--- src/rtl/hold_sync_pkg.sv ---
package hold_sync_pkg;

  typedef enum logic [1:0] {
    CHAN_1 = 2'b00,
    CHAN_2 = 2'b01,
    CHAN_3 = 2'b10,
    CHAN_4 = 2'b11
  } chan_e;

  // Next value of the hold counter: cleared when the line is low,
  // advanced per tick while high, saturating at cap.
  function automatic int unsigned hold_next(input int unsigned cur,
                                            input logic line_high,
                                            input logic tick,
                                            input int unsigned cap);
    if (!line_high) return 0;
    if (tick && (cur < cap)) return cur + 1;
    return cur;
  endfunction

endpackage

--- src/rtl/edge_sync.sv ---
module edge_sync #(
  parameter int W      = 1,
  parameter int STAGES = 2
) (
  input  logic         clk,
  input  logic         rst_n,
  input  logic [W-1:0] d,
  output logic [W-1:0] q
);
  logic [W-1:0] stage [STAGES];

  always_ff @(posedge clk or negedge rst_n) begin
    if (!rst_n) stage[0] <= '0;
    else        stage[0] <= d;
  end

  for (genvar s = 1; s < STAGES; s++) begin : g_stage
    always_ff @(posedge clk or negedge rst_n) begin
      if (!rst_n) stage[s] <= '0;
      else        stage[s] <= stage[s-1];
    end
  end

  assign q = stage[STAGES-1];
endmodule

--- src/rtl/hold_counter.sv ---
module hold_counter
  import hold_sync_pkg::*;
#(
  parameter int SYNC_PERIODS = 4,
  parameter int PDN_PERIODS  = 16,
  localparam int CAP   = SYNC_PERIODS + PDN_PERIODS,
  localparam int CNT_W = $clog2(CAP + 1)
) (
  input  logic clk,
  input  logic rst_n,
  input  logic line_high,
  input  logic tick,
  output logic entry_evt,
  output logic release_evt,
  output logic in_sync,
  output logic in_pdn
);
  logic [CNT_W-1:0] cnt;

  always_ff @(posedge clk or negedge rst_n) begin
    if (!rst_n) cnt <= '0;
    else        cnt <= CNT_W'(hold_next(int'(cnt), line_high, tick, CAP));
  end

  assign in_sync     = (int'(cnt) >= SYNC_PERIODS);
  assign in_pdn      = (int'(cnt) >= CAP);
  assign entry_evt   = line_high && tick && (int'(cnt) == SYNC_PERIODS - 1);
  assign release_evt = !line_high && in_sync;
endmodule

--- src/rtl/marker_gen.sv ---
module marker_gen #(
  parameter int MARK_CLKS = 3,
  localparam int MW = $clog2(MARK_CLKS + 1)
) (
  input  logic clk,
  input  logic rst_n,
  input  logic load,
  input  logic clear,
  output logic marker_n
);
  logic [MW-1:0] left;

  always_ff @(posedge clk or negedge rst_n) begin
    if (!rst_n)          left <= '0;
    else if (clear)      left <= '0;
    else if (load)       left <= MW'(MARK_CLKS);
    else if (left != '0) left <= left - 1'b1;
  end

  assign marker_n = (left == '0);
endmodule

--- src/rtl/chan_tracker.sv ---
module chan_tracker
  import hold_sync_pkg::*;
(
  input  logic       clk,
  input  logic       rst_n,
  input  logic [1:0] sel_s,
  output logic [1:0] chan,
  output logic       changed
);
  chan_e cur;

  always_ff @(posedge clk or negedge rst_n) begin
    if (!rst_n) cur <= CHAN_1;
    else        cur <= chan_e'(sel_s);
  end

  assign chan    = cur;
  assign changed = (sel_s != cur);
endmodule

--- src/rtl/hold_sync_ctrl.sv ---
module hold_sync_ctrl #(
  parameter int SYNC_PERIODS = 4,
  parameter int PDN_PERIODS  = 16,
  parameter int MARK_CLKS    = 3,
  parameter int SYNC_STAGES  = 2
) (
  input  logic       clk,
  input  logic       rst_n,
  input  logic       sclk_in,
  input  logic [1:0] chsel_in,
  input  logic       conv_tick,
  output logic       mod_reset,
  output logic       power_down,
  output logic       restart,
  output logic       marker_n,
  output logic [1:0] chan_sel
);
  logic [2:0] raw_in, sync_out;
  logic       sclk_s;
  logic [1:0] chsel_s;
  logic       entry_evt, release_evt, chan_chg;

  assign raw_in = {sclk_in, chsel_in};

  edge_sync #(.W(3), .STAGES(SYNC_STAGES)) u_sync (
    .clk(clk), .rst_n(rst_n), .d(raw_in), .q(sync_out)
  );
  assign sclk_s  = sync_out[2];
  assign chsel_s = sync_out[1:0];

  hold_counter #(.SYNC_PERIODS(SYNC_PERIODS), .PDN_PERIODS(PDN_PERIODS)) u_hold (
    .clk(clk), .rst_n(rst_n), .line_high(sclk_s), .tick(conv_tick),
    .entry_evt(entry_evt), .release_evt(release_evt),
    .in_sync(mod_reset), .in_pdn(power_down)
  );

  marker_gen #(.MARK_CLKS(MARK_CLKS)) u_mark (
    .clk(clk), .rst_n(rst_n), .load(entry_evt), .clear(!sclk_s),
    .marker_n(marker_n)
  );

  chan_tracker u_chan (
    .clk(clk), .rst_n(rst_n), .sel_s(chsel_s), .chan(chan_sel), .changed(chan_chg)
  );

  always_ff @(posedge clk or negedge rst_n) begin
    if (!rst_n) restart <= 1'b0;
    else        restart <= chan_chg | release_evt;
  end
endmodule

--- config.mk ---
export PLATFORM = sky130hd
export DESIGN_NAME = hold_sync_ctrl
export DESIGN_NICKNAME = d
export VERILOG_FILES = /design/src/rtl/hold_sync_pkg.sv /design/src/rtl/edge_sync.sv /design/src/rtl/hold_counter.sv /design/src/rtl/marker_gen.sv /design/src/rtl/chan_tracker.sv /design/src/rtl/hold_sync_ctrl.sv
export SDC_FILE = /design/constraint.sdc
export NUM_CORES = 1
export LEC_CHECK = 0
export BUFFER_PORTS_ARGS = -buffer_cell sky130_fd_sc_hd__buf_2
export CAP_MARGIN = 5
export CORE_MARGIN = 5
export CORE_UTILIZATION = 50
export DETAILED_ROUTE_END_ITERATION = 16
export PLACE_DENSITY = 0.84
export SYNTH_ARGS = -nofsm -noshare
export SYNTH_HDL_FRONTEND = slang
export SYNTH_SLANG_ARGS = --single-unit
--- constraint.sdc ---
create_clock -name clk -period 1.3 [get_ports clk]
set_clock_uncertainty 0.05 [all_clocks]
set_input_delay 0.26 -clock clk [delete_from_list [all_inputs] [get_ports clk]]
set_output_delay 0.26 -clock clk [all_outputs]
set_load 0.005 [all_outputs]
==> impl_metrics.ini <==
[outcome]
outcome = complete, but fails checks
violated_checks = setup timing

[sta]
final_critical_path_time_including_i_o_delays_and_setup_ns = 1.50
fmaxAchievable_ghz = 0.665
rsz_0062_raised_after_global_routing = true
fin_ws_ns = -0.203
timing.setup.tns_ns = -0.687
slew_headroom_pct = 76.4
fin_crit_sh_pct = 116
final-max-slew-violation-count = 0
final_hold_viol_count = 0
setup_viol_count_final = 7
whs_ns = 0.0273
tightestPinTransition_ns = 0.354

[cells_and_area]
n_antenna_cell = 0
area_delta_synth_final_pct = 31.9
postLayoutCoreUtil_pct = 67.7
finalInstanceArea_um2 = 858
layout-drive-gt1-share_pct = 41.6
final_nets = 87
layoutNonFillerInstCount = 92

[detailed_routing]
drt_pass1_iterations = 2
drc_errors = 0
detail_route.wirelength_um = 1160
first_iter_violations = 14
route.vias.total = 460
drt-wirelength-per-cell_um = 12.6
vias_cell = 5.00
postRouteAntennaNets = 0

[power]
cell_internal_pwr_mw = 0.880
clk_pwr_share_pct = 27.5
design_power_total_mw = 1.17
power.share.sequential_pct = 49.0
power_per_cell_area_nw_per_um2 = 1360
static-leakage-power_nw = 0.414
power_switching_share_pct = 24.8
switchingPower_mw = 0.291
pwr-share-comb_pct = 23.5
max-vdd-ir-drop_uv = 764

[global_route]
grt_pass1_wl_um = 1970
grt_pass1_vias = 466
antenna_found_initial = 0
largest_net_degree_at_the_start_of_global_routing = 17
leftover_overflow_at_the_end_of_global_routing = 0
grt_use_total_pct = 14.0

[min_path]
holdCritPathClass = input pin to flop
hp-start = sclk_in
timing.hold.worst_endpoint = u_sync.stage[5]
hold_depth = 1

[floorplanning]
die_height_um = 46.1
design.die.area_um2 = 2120
std_cell_rows = 13
floorplan.die.width_um = 46.1
io-pin-count = 12
fp.coreArea_um2 = 1270
initial_utilization_pct = 51.3

[clock_tree]
clkLatencyLatePin_ns = 0.28
total_clock_buffers_created_by_cts = 3
tritoncts = yes
worst_setup_hold_path_clk_slew_ns = 0.09
clock-root-buffer = sky130_fd_sc_hd__clkbuf_4
cts_max_path_buffers = 2
htree_levels = 1
number_of_clock_sinks = 16

[synth]
ys_ff_latch = 16
ys_types = 22
synthesis.nets = 62
netlist_instances = 53
synth.avg_cell_area_um2 = 12.3
yosysWarnings = 0
seq_total_area_yosys_pct = 61.5
mappedNetlistArea_um2 = 651

[placed_design]
pre_cts_slack_ns = 0.0476
port_buffers = 11
dpl.cell_count = 78
placement.cell_area_um2 = 721
detailed_place_hpwl_um = 751
gp_congestion = 0.781

[critical_path]
timing.reg2reg.worst_path_depth = 5
reg2reg_setup_slack_ns = -0.12
worst-setup-path-type = flop to output port
critical_path_required_ns = 0.99
start_kind = flop
reg2reg_from = u_hold.cnt[3]
crit_fanout = 2
timing.rr.end = restart
setup.worst_path.end_class = output port
cp_data_arrival_time_ns = 1.19

[flow_run]
max_cap_violations = 0
metal layers:
| layer | wire [µm] | track usage, % | part of all wire, % | vias up |
|---|---|---|---|---|
| met5 | 0 | 0 | 0 | - |
| met3 | 61 | 3.52 | 5.3 | 0 |
| li1 | - | - | - | 226 |
| met1 | 453 | 15.3 | 39 | 222 |
| met2 | 643 | 23.9 | 56 | 12 |
| met4 | 0 | 8.52 | 0 | 0 |
state kept, by name (all words and copies together) (netlist names):
signal,cells
u_hold.cnt,5
u_sync.q,3
u_sync.stage,3
u_chan.chan,2
u_mark.left,2
restart,1
cell usage in the layout (no fill, tap or decap):
master and n:
sky130_fd_sc_hd__nor2b_1 1, sky130_fd_sc_hd__mux2i_1 2, sky130_fd_sc_hd__clkbuf_4 3, sky130_fd_sc_hd__inv_2 1, sky130_fd_sc_hd__a21oi_2 1, sky130_fd_sc_hd__nand2_2 1
sky130_fd_sc_hd__nand2_1 3, sky130_fd_sc_hd__buf_4 9, sky130_fd_sc_hd__or3_1 1, sky130_fd_sc_hd__o221a_2 1, sky130_fd_sc_hd__dfrtp_1 16, sky130_fd_sc_hd__or3_4 1
sky130_fd_sc_hd__xnor2_1 3, sky130_fd_sc_hd__a41oi_1 1, sky130_fd_sc_hd__or2b_1 1, sky130_fd_sc_hd__o21ai_0 2, sky130_fd_sc_hd__dlygate4sd3_1 1, sky130_fd_sc_hd__nand2b_1 1
sky130_fd_sc_hd__clkbuf_8 1, sky130_fd_sc_hd__ha_2 1, sky130_fd_sc_hd__a21boi_1 1, sky130_fd_sc_hd__nor2_4 1, sky130_fd_sc_hd__buf_2 10, sky130_fd_sc_hd__nand3_1 2
sky130_fd_sc_hd__nand4_1 1, sky130_fd_sc_hd__o21a_1 2, sky130_fd_sc_hd__and2_1 1, sky130_fd_sc_hd__ha_1 2, sky130_fd_sc_hd__o21ai_2 1, sky130_fd_sc_hd__buf_6 1
sky130_fd_sc_hd__inv_1 4
final cells by class:
type,instances,area (µm²)
multi-input combinational,31,245
inverter,5,18.8
sequential,16,400
tap,15,18.8
timing repair buffer,21,139
clock buffer,4,36.3
fill,90,410
power by group through the flow:
stage	Clock (mW)	Sequential [mW]	Combinational [mW]
floorplan	0	0.575	0.162
global placement	0	0.580	0.211
detailed placement	0	0.583	0.222
CTS	0.338	0.571	0.277
global route	0.362	0.579	0.310
finish	0.322	0.574	0.275
logic make-up (layout without fill, tap and decap cells):
| kind of cell | after synthesis | in the layout | share of synthesized area, % |
|---|---|---|---|
| muxes | 2 | 2 | 3.08 |
| xor gates and xnor gates | 3 | 3 | 4.04 |
| adders and majority gates | 3 | 3 | 5.77 |
| AOI/OAI and AO/OA | 9 | 9 | 9.61 |
| and+or+nand+nor | 14 | 14 | 12.5 |
| buffers and inverters | 6 | 30 | 3.46 |
| DFF | 16 | 16 | 61.5 |
synth_stat cells (all sizes together):
cell type / instances / share of area, %
a21oi: 1 / 0.77
mux2i: 2 / 3.1
xnor2: 3 / 4.0
inv: 5 / 2.9
nor2b: 1 / 0.96
or3: 2 / 2.7
o221a: 1 / 1.7
o21ai: 3 / 2.3
ha: 3 / 5.8
nand3: 2 / 1.5
nor2: 1 / 0.96
a41oi: 1 / 1.3
nand4: 1 / 0.96
nand2: 4 / 2.3
dfrtp: 16 / 62
o21a: 2 / 2.3
clkbuf: 1 / 0.58
and2: 1 / 0.96
a21boi: 1 / 1.2
nand2b: 1 / 0.96
or2b: 1 / 1.2
worst max-delay path, cell delays in order, from the launching register on:
cell and delay [ns]:
sky130_fd_sc_hd__dfrtp_1 0.39, sky130_fd_sc_hd__or3_4 0.39, sky130_fd_sc_hd__buf_6 0.12
what timing repair did:
| action | 4_1_cts | 5_1_grt |
|---|---|---|
| pin swaps | 4 | 6 |
| setup endpoints to repair | 3 | 8 |
| hold endpoints to repair | 16 | 0 |
| resized for setup | 4 | 4 |
| gates cloned | 0 | 0 |
| hold buffers | 1 | 0 |
| setup buffers | 8 | 1 |
worst max-delay path by stage:
stage,slack [ns],depth (start not counted),end,from
after floorplan,0.13,3,restart,u_hold.cnt[2]
after global placement,0.07,2,mod_reset,u_hold.cnt[2]
after detailed placement,0.05,2,mod_reset,u_hold.cnt[2]
after CTS,-0.21,2,mod_reset,u_hold.cnt[4]
after global routing,-0.26,2,mod_reset,u_hold.cnt[3]
final,-0.20,2,mod_reset,u_hold.cnt[3]
(Power assumes the default switching activity.)
